## src/rtl/sec_erase_pkg.sv

```systemverilog
package sec_erase_pkg;

  typedef enum logic [2:0] {
    ST_IDLE, ST_WIN, ST_ERASE, ST_SUSP, ST_ALLPROT, ST_FAIL
  } ctrl_state_t;

  typedef enum logic [1:0] {
    CMD_OTHER   = 2'd0,
    CMD_SERASE  = 2'd1,
    CMD_SUSPEND = 2'd2,
    CMD_RESUME  = 2'd3
  } cmd_kind_t;

  localparam int BIT_POLL     = 7;
  localparam int BIT_TOGGLE   = 6;
  localparam int BIT_LIMIT    = 5;
  localparam int BIT_PHASE    = 3;
  localparam int BIT_SECT_TOG = 2;

  function automatic logic [7:0] pack_status(input logic poll, input logic tog,
                                             input logic lim, input logic phase,
                                             input logic stog);
    logic [7:0] b;
    b = 8'h00;
    b[BIT_POLL]     = poll;
    b[BIT_TOGGLE]   = tog;
    b[BIT_LIMIT]    = lim;
    b[BIT_PHASE]    = phase;
    b[BIT_SECT_TOG] = stog;
    return b;
  endfunction

endpackage

```

## src/rtl/sec_tick_timer.sv

```systemverilog
module sec_tick_timer #(
  parameter int LIMIT_TICKS = 50
) (
  input  logic clk,
  input  logic rst_n,
  input  logic restart,
  input  logic run,
  input  logic tick,
  output logic expire
);
  localparam int CW = $clog2(LIMIT_TICKS + 1);

  logic [CW-1:0] cnt_q;

  assign expire = run && tick && (cnt_q == CW'(LIMIT_TICKS - 1));

  always_ff @(posedge clk or negedge rst_n) begin
    if (!rst_n)                     cnt_q <= '0;
    else if (restart)               cnt_q <= '0;
    else if (run && tick && !expire) cnt_q <= cnt_q + 1'b1;
  end

  assert_timer_range_R1: assert property (@(posedge clk) disable iff (!rst_n)
    run |-> cnt_q < CW'(LIMIT_TICKS));

endmodule

```

## src/rtl/sec_erase_engine.sv

```systemverilog
module sec_erase_engine #(
  parameter int N_SECT      = 32,
  parameter int ERASE_TICKS = 10,
  parameter int LIMIT_TICKS = 45
) (
  input  logic              clk,
  input  logic              rst_n,
  input  logic              load,
  input  logic [N_SECT-1:0] work_in,
  input  logic              run,
  input  logic              tick,
  output logic              seg_done,
  output logic              all_done,
  output logic              overtime
);
  localparam int SEG_W = $clog2(ERASE_TICKS + 1);
  localparam int TOT_W = $clog2(LIMIT_TICKS + 1);

  logic [N_SECT-1:0] work_q, head, rest;
  logic [SEG_W-1:0]  seg_q;
  logic [TOT_W-1:0]  tot_q;

  // lowest set bit of the remaining work: the sector now being erased
  function automatic logic [N_SECT-1:0] lowest_bit(input logic [N_SECT-1:0] m);
    return m & (~m + {{(N_SECT-1){1'b0}}, 1'b1});
  endfunction

  assign head     = lowest_bit(work_q);
  assign rest     = work_q & ~head;
  assign seg_done = run && tick && (seg_q == SEG_W'(ERASE_TICKS - 1));
  assign all_done = seg_done && (rest == '0);
  assign overtime = run && tick && !all_done && (tot_q == TOT_W'(LIMIT_TICKS - 1));

  always_ff @(posedge clk or negedge rst_n) begin
    if (!rst_n) begin
      work_q <= '0;
      seg_q  <= '0;
      tot_q  <= '0;
    end else if (load) begin
      work_q <= work_in;
      seg_q  <= '0;
      tot_q  <= '0;
    end else if (run && tick) begin
      tot_q <= tot_q + 1'b1;
      if (seg_done) begin
        seg_q  <= '0;
        work_q <= rest;
      end else begin
        seg_q <= seg_q + 1'b1;
      end
    end
  end

  assert_limit_count_R12: assert property (@(posedge clk) disable iff (!rst_n)
    run |-> tot_q < TOT_W'(LIMIT_TICKS));

  assert_one_sector_done_R11: assert property (@(posedge clk) disable iff (!rst_n)
    (seg_done && !load) |=> $countones(work_q) == $countones($past(work_q)) - 1);

endmodule

```

## src/rtl/sec_status_gen.sv

```systemverilog
module sec_status_gen
  import sec_erase_pkg::*;
(
  input  logic       clk,
  input  logic       rst_n,
  input  logic       active,
  input  logic       in_window,
  input  logic       tog_en,
  input  logic       sect_en,
  input  logic       susp,
  input  logic       failed,
  input  logic       rd_strobe,
  input  logic       rd_hit,
  output logic [7:0] status
);
  logic t6_q, t2_q;
  logic flip6, flip2;

  assign flip6 = rd_strobe && tog_en;
  assign flip2 = rd_strobe && sect_en && rd_hit;

  always_ff @(posedge clk or negedge rst_n) begin
    if (!rst_n) begin
      t6_q <= 1'b0;
      t2_q <= 1'b0;
    end else if (!active) begin
      t6_q <= 1'b0;
      t2_q <= 1'b0;
    end else begin
      if (flip6) t6_q <= ~t6_q;
      if (flip2) t2_q <= ~t2_q;
    end
  end

  assign status = active ? pack_status(susp, t6_q, failed, !in_window, t2_q) : 8'h00;

  assert_tog6_flips_R8: assert property (@(posedge clk) disable iff (!rst_n)
    (rd_strobe && tog_en) |=> t6_q != $past(t6_q));

  assert_tog6_still_susp_R8: assert property (@(posedge clk) disable iff (!rst_n)
    (susp && active) |=> $stable(t6_q) || !active);

  assert_tog2_miss_R9: assert property (@(posedge clk) disable iff (!rst_n)
    (active && !(rd_strobe && rd_hit)) |=> $stable(t2_q) || !active);

endmodule

```

## src/rtl/sector_erase_ctrl.sv

```systemverilog
module sector_erase_ctrl
  import sec_erase_pkg::*;
#(
  parameter int N_SECT        = 32,
  parameter int WINDOW_TICKS  = 50,
  parameter int ERASE_TICKS   = 10,
  parameter int LIMIT_TICKS   = 45,
  parameter int SUSP_TICKS    = 20,
  parameter int ALLPROT_TICKS = 100,
  localparam int SECT_W = (N_SECT > 1) ? $clog2(N_SECT) : 1
) (
  input  logic              clk,
  input  logic              rst_n,
  input  logic              cmd_valid,
  input  logic [1:0]        cmd_kind,
  input  logic [SECT_W-1:0] cmd_sector,
  input  logic              rd_strobe,
  input  logic [SECT_W-1:0] rd_sector,
  input  logic [N_SECT-1:0] prot_mask,
  input  logic              tick_us,
  output logic [7:0]        status,
  output logic              status_sel,
  output logic              busy,
  output logic              suspended
);
  ctrl_state_t       state_q, state_d;
  logic [N_SECT-1:0] sel_q, sel_d, live_sel;
  logic              started_q, pend_q;

  // named internal events
  logic is_serase, is_susp, is_resume, is_other;
  logic launch, go_allprot, eng_load, accept_susp;
  logic win_expire, ap_expire, sp_expire;
  logic seg_done, all_done, overtime;
  logic rd_hit, none_live;

  function automatic logic [N_SECT-1:0] sect_bit(input logic [SECT_W-1:0] idx);
    return {{(N_SECT-1){1'b0}}, 1'b1} << idx;
  endfunction

  assign is_serase = cmd_valid && (cmd_kind == CMD_SERASE);
  assign is_susp   = cmd_valid && (cmd_kind == CMD_SUSPEND);
  assign is_resume = cmd_valid && (cmd_kind == CMD_RESUME);
  assign is_other  = cmd_valid && (cmd_kind == CMD_OTHER);

  assign live_sel   = sel_q & ~prot_mask;
  assign none_live  = (live_sel == '0);
  assign go_allprot = launch && none_live;
  assign eng_load   = launch && !none_live;
  assign rd_hit     = sel_q[rd_sector];

  sec_tick_timer #(.LIMIT_TICKS(WINDOW_TICKS)) win_tmr_i (
    .clk(clk), .rst_n(rst_n),
    .restart(is_serase && (state_q == ST_IDLE || state_q == ST_WIN)),
    .run(state_q == ST_WIN), .tick(tick_us), .expire(win_expire));

  sec_tick_timer #(.LIMIT_TICKS(ALLPROT_TICKS)) ap_tmr_i (
    .clk(clk), .rst_n(rst_n), .restart(go_allprot),
    .run(state_q == ST_ALLPROT), .tick(tick_us), .expire(ap_expire));

  sec_tick_timer #(.LIMIT_TICKS(SUSP_TICKS)) sp_tmr_i (
    .clk(clk), .rst_n(rst_n), .restart(accept_susp),
    .run(pend_q), .tick(tick_us), .expire(sp_expire));

  sec_erase_engine #(.N_SECT(N_SECT), .ERASE_TICKS(ERASE_TICKS),
                     .LIMIT_TICKS(LIMIT_TICKS)) engine_i (
    .clk(clk), .rst_n(rst_n), .load(eng_load), .work_in(live_sel),
    .run(state_q == ST_ERASE), .tick(tick_us),
    .seg_done(seg_done), .all_done(all_done), .overtime(overtime));

  always_comb begin
    state_d     = state_q;
    sel_d       = sel_q;
    launch      = 1'b0;
    accept_susp = 1'b0;
    unique case (state_q)
      ST_IDLE: if (is_serase) begin
        sel_d   = sect_bit(cmd_sector);
        state_d = ST_WIN;
      end
      ST_WIN: begin
        if (is_serase)      sel_d = sel_q | sect_bit(cmd_sector);
        else if (is_susp)   state_d = ST_SUSP;
        else if (cmd_valid) state_d = ST_IDLE;
        else if (win_expire) launch = 1'b1;
      end
      ST_ERASE: begin
        if (all_done)       state_d = ST_IDLE;
        else if (overtime)  state_d = ST_FAIL;
        else if (pend_q && (seg_done || sp_expire)) state_d = ST_SUSP;
        else if (is_susp && !pend_q) accept_susp = 1'b1;
      end
      ST_SUSP: if (is_resume) begin
        if (started_q) state_d = ST_ERASE;
        else           launch  = 1'b1;
      end
      ST_ALLPROT: if (ap_expire) state_d = ST_IDLE;
      ST_FAIL:    if (is_other)  state_d = ST_IDLE;
      default:    state_d = ST_IDLE;
    endcase
    if (launch) state_d = none_live ? ST_ALLPROT : ST_ERASE;
    if (state_d == ST_IDLE) sel_d = '0;
  end

  always_ff @(posedge clk or negedge rst_n) begin
    if (!rst_n) begin
      state_q   <= ST_IDLE;
      sel_q     <= '0;
      started_q <= 1'b0;
      pend_q    <= 1'b0;
    end else begin
      state_q <= state_d;
      sel_q   <= sel_d;
      if (eng_load)                  started_q <= 1'b1;
      else if (state_d == ST_IDLE)   started_q <= 1'b0;
      if (accept_susp)               pend_q <= 1'b1;
      else if (state_d != ST_ERASE)  pend_q <= 1'b0;
    end
  end

  sec_status_gen status_i (
    .clk(clk), .rst_n(rst_n),
    .active(state_q != ST_IDLE),
    .in_window(state_q == ST_WIN),
    .tog_en(state_q inside {ST_WIN, ST_ERASE, ST_ALLPROT, ST_FAIL}),
    .sect_en(state_q inside {ST_ERASE, ST_SUSP}),
    .susp(state_q == ST_SUSP),
    .failed(state_q == ST_FAIL),
    .rd_strobe(rd_strobe), .rd_hit(rd_hit), .status(status));

  assign busy       = (state_q != ST_IDLE);
  assign suspended  = (state_q == ST_SUSP);
  assign status_sel = busy && (!suspended || rd_hit);

  assert_win_abort_R2: assert property (@(posedge clk) disable iff (!rst_n)
    (state_q == ST_WIN && (is_other || is_resume)) |=> (state_q == ST_IDLE && sel_q == '0));

  assert_win_suspend_R3: assert property (@(posedge clk) disable iff (!rst_n)
    (state_q == ST_WIN && is_susp) |=> suspended);

  assert_susp_bound_R4: assert property (@(posedge clk) disable iff (!rst_n)
    (state_q == ST_ERASE && pend_q && sp_expire) |=> state_q != ST_ERASE);

  assert_resume_R5: assert property (@(posedge clk) disable iff (!rst_n)
    (suspended && is_resume) |=> (state_q == ST_ERASE || state_q == ST_ALLPROT));

  assert_fail_hold_R12: assert property (@(posedge clk) disable iff (!rst_n)
    (state_q == ST_FAIL && !is_other) |=> state_q == ST_FAIL);

  assert_ignore_in_susp_R13: assert property (@(posedge clk) disable iff (!rst_n)
    (suspended && !is_resume) |=> (suspended && $stable(sel_q)));

endmodule

```

## config.mk

```make
export PLATFORM = sky130hd
export DESIGN_NAME = sector_erase_ctrl
export DESIGN_NICKNAME = d
export VERILOG_FILES = /design/src/rtl/sec_erase_pkg.sv /design/src/rtl/sec_tick_timer.sv /design/src/rtl/sec_erase_engine.sv /design/src/rtl/sec_status_gen.sv /design/src/rtl/sector_erase_ctrl.sv
export SDC_FILE = /design/constraint.sdc
export NUM_CORES = 1
export LEC_CHECK = 0
export BUFFER_PORTS_ARGS = -buffer_cell sky130_fd_sc_hd__buf_4
export CAP_MARGIN = 20
export CORE_ASPECT_RATIO = 1.2
export CORE_MARGIN = 4
export CORE_UTILIZATION = 46
export CTS_CLUSTER_DIAMETER = 80
export CTS_CLUSTER_SIZE = 12
export DETAILED_ROUTE_END_ITERATION = 10
export SYNTH_ARGS = -nofsm -noshare
export SYNTH_HDL_FRONTEND = slang
export SYNTH_SLANG_ARGS = --single-unit
```

## constraint.sdc

```tcl
create_clock -name clk -period 4 [get_ports clk]
set_input_delay 0.8 -clock clk [delete_from_list [all_inputs] [get_ports clk]]
set_output_delay 0.8 -clock clk [all_outputs]
set_load 0.01 [all_outputs]
```

==> results_dict.tcl <==
set metrics [dict create \
    run_status "finished clean" \
    cts_num_sinks 99 \
    yosys_register_bits 99 \
    clockRootBuffer "clkbuf_16" \
    fillers 1134 \
    vias 4984 \
    start_util 0.472 \
    wl_mm 15.4 \
    antenna_found_initial 0 \
    mostFrequentLayoutCell "nor2_1" \
    synth_top_flop_cell "dfrtp_1" \
    finish.net_count 746 \
    p_comb_frac 0.229 \
    p_seq_frac 0.408 \
    required_ns 4.23 \
    worst_hold_path_type "input port to asynchronous set/reset pin" \
    drtPass1Iterations 5 \
    grt_first_pass_wirelength_mm 24.7 \
    synth_cells 644 \
    worst_setup_path_end_kind "register" \
    io_buffers 56 \
    grt_max_degree 57 \
    cts-hold-fix-buffers 0 \
    area_growth_pct 16.5 \
    via_per_inst 5.83 \
    syn_area_sq_um 5720 \
    yosys_warnings 0 \
    dp_hpwl_mm 11.4 \
    startpoint_type "register" \
    tns_ns 0 \
    finalPower_w 0.00300 \
    ctsHtreeMaxLevel 3 \
    drive_above_1_share 0.147 \
    reg2reg_slack_ns 0.40 \
    critPathCapture "sel_q[8]$_DFFE_PN0P_" \
    path_clk_slew_ns 0.07 \
    post_drt_wl_per_cell_um 18.0 \
    use_met1 0.304 \
    synthArstFlopShare 1.00 \
    n_antenna_cell 0 \
    ant_nets 0 \
    tightest_slew_ns 1.05 \
    num_rows 44 \
    fin_crit_sh 0.899 \
    drc 0 \
    final_util 0.550 \
    cts_buffers 9 \
    gr-usage-all-layers 0.225 \
    die_area_sq_um 14300 \
    period_needed_ns 3.60 \
    max-clock-path-buffers 2 \
    grtUsageMet2 0.374 \
    layout_setup_ws_ns 0.404 \
    final_hold_viol_count 0 \
    pre_cts_ws_ns 0.459 \
    switching_power_w 0.000900 \
    yosysSeqAreaShare 0.433 \
    final_cell_mix "nor2_1, dfrtp_1, o21ai_0" \
    gp_congestion 0.876 \
    crit_fanout 33 \
    setup_viol 0 \
    overflow 0 \
    io_pins 60 \
    clk_latency_ns 0.35 \
    worstPathArrival_ns 3.83 \
    crit_path_start "engine_i.work_q[12]$_DFFE_PN0P_" \
    synthDistinctLibCells 60 \
    reg2reg_from "engine_i.work_q[12]$_DFFE_PN0P_" \
    drt_iter0_drc 306 \
    clkPwrFrac 0.363 \
    post_cts_buffers 0 \
    intPower_w 0.00210 \
    holdWs_ns 0.508 \
    leakagePower_nw 2.95 \
    post_cts_resized 0 \
    power_switching_share 0.300 \
    pwr_density_cell_nw_per_um2 450 \
    coreArea_sq_um 12100 \
    synth_edf_count 0 \
    grt_use_met3 0.0257 \
    ff2ff_path_depth 9 \
    crit_type "register to register" \
    rsz0062_at_grt "false" \
    cap_viol_max_count 0 \
    rr_endpoint "sel_q[8]$_DFFE_PN0P_" \
    drv_slew 0 \
    top_usage_layer "met2" \
    tritoncts "done" \
    peakVddDrop_v 0.000299 \
    die_y_um 130 \
    slew-limit-headroom 0.301 \
    grt_pass1_vias 4824 \
    fmax_ghz 0.278 \
    die_w_um 110 \
    synth.avg_cell_area_sq_um 8.87 \
    skew_ns 0.00857 \
]
## worst min-delay path by stage
stage,endpoint,slack [ns],cells past startpoint
floorplan,engine_i.work_q[17]$_DFFE_PN0P_,0.48,2
global placement,started_q$_DFFE_PN0P_,0.52,2
detailed placement,started_q$_DFFE_PN0P_,0.52,2
CTS,started_q$_DFFE_PN0P_,0.53,2
global route,started_q$_DFFE_PN0P_,0.55,2
finish,engine_i.work_q[6]$_DFFE_PN0P_,0.51,1
## cell usage after synthesis, types with 7 or more instances
cell	number	share of area
nand4_1	18	0.020
nand2_1	48	0.032
xor2_1	10	0.015
nand3_1	8	0.0070
inv_1	16	0.011
mux4_2	10	0.039
dfrtp_1	99	0.43
ha_1	8	0.018
nor2_1	106	0.070
a21oi_1	20	0.018
nor2b_1	9	0.0099
nand2b_1	35	0.038
or3_1	7	0.0077
o21ai_0	72	0.063
clkbuf_1	23	0.015
a22oi_1	32	0.042
xnor2_1	8	0.012
nor3_1	19	0.017
and2_1	10	0.011
## sequential cells by signal, summed over array words and instances, names as in the netlist
signal	cells
status_i.t2_q	1
state_q	3
ap_tmr_i.cnt_q	7
engine_i.tot_q	6
pend_q	1
engine_i.seg_q	4
status_i.t6_q	1
started_q	1
win_tmr_i.cnt_q	6
sel_q	32
sp_tmr_i.cnt_q	5
engine_i.work_q	32
## area by class of cell
| cell class | instances | area [sq um] | share of cell area |
|---|---|---|---|
| Multi-Input combinational cell | 497 | 3040 | 0.456 |
| Timing Repair Buffer | 66 | 508 | 0.0763 |
| Sequential cell | 99 | 2480 | 0.372 |
| Clock buffer | 12 | 256 | 0.0385 |
| Tap cell | 161 | 201 | 0.0302 |
| Inverter | 16 | 60.1 | 0.00902 |
| Clock inverter | 4 | 120 | 0.0180 |
## critical path: stages, from the launching register on
cell and delay [ns]:
dfrtp_1 0.42, or4_4 0.58, or4_1 0.65, nor3_1 0.30
nand4b_1 0.18, a2111oi_1 0.55, nand4_2 0.26, a21oi_2 0.25
buf_12 0.21, nor2_1 0.07
## metal layers
layer / wire, um / vias to the layer above / share of wire
li1: - / 2398 / -
met1: 6830 / 2447 / 0.44
met2: 7690 / 119 / 0.50
met3: 557 / 20 / 0.036
met4: 296 / 0 / 0.019
met5: 0 / - / 0
## logic make-up (layout without fill, tap and decap cells)
family	Yosys count	after routing	share of synthesized area
buf+inv	50	98	0.0383
mux	13	13	0.0447
simple gates	294	294	0.264
other cells	1	3	0.000656
fa+ha+maj	8	8	0.0175
xor+xnor	18	18	0.0276
compound gates	161	161	0.174
flops	99	99	0.433
## power groups by stage
stage	Combinational (W)	Sequential, W	Clock, W
floorplan	0.000500	0.00118	0
global placement	0.000681	0.00124	0
detailed placement	0.000694	0.00124	0
CTS	0.000698	0.00122	0.00111
global route	0.000773	0.00125	0.00115
finish	0.000686	0.00122	0.00109
## through the flow
stage               cells  area [sq um]
finish                855          6660
floorplan             646          5720
global placement      839          6280
CTS                   855          6660
detailed placement    839          6280
global route          855          6660
No activity file was read; power rests on OpenSTA's default activity.
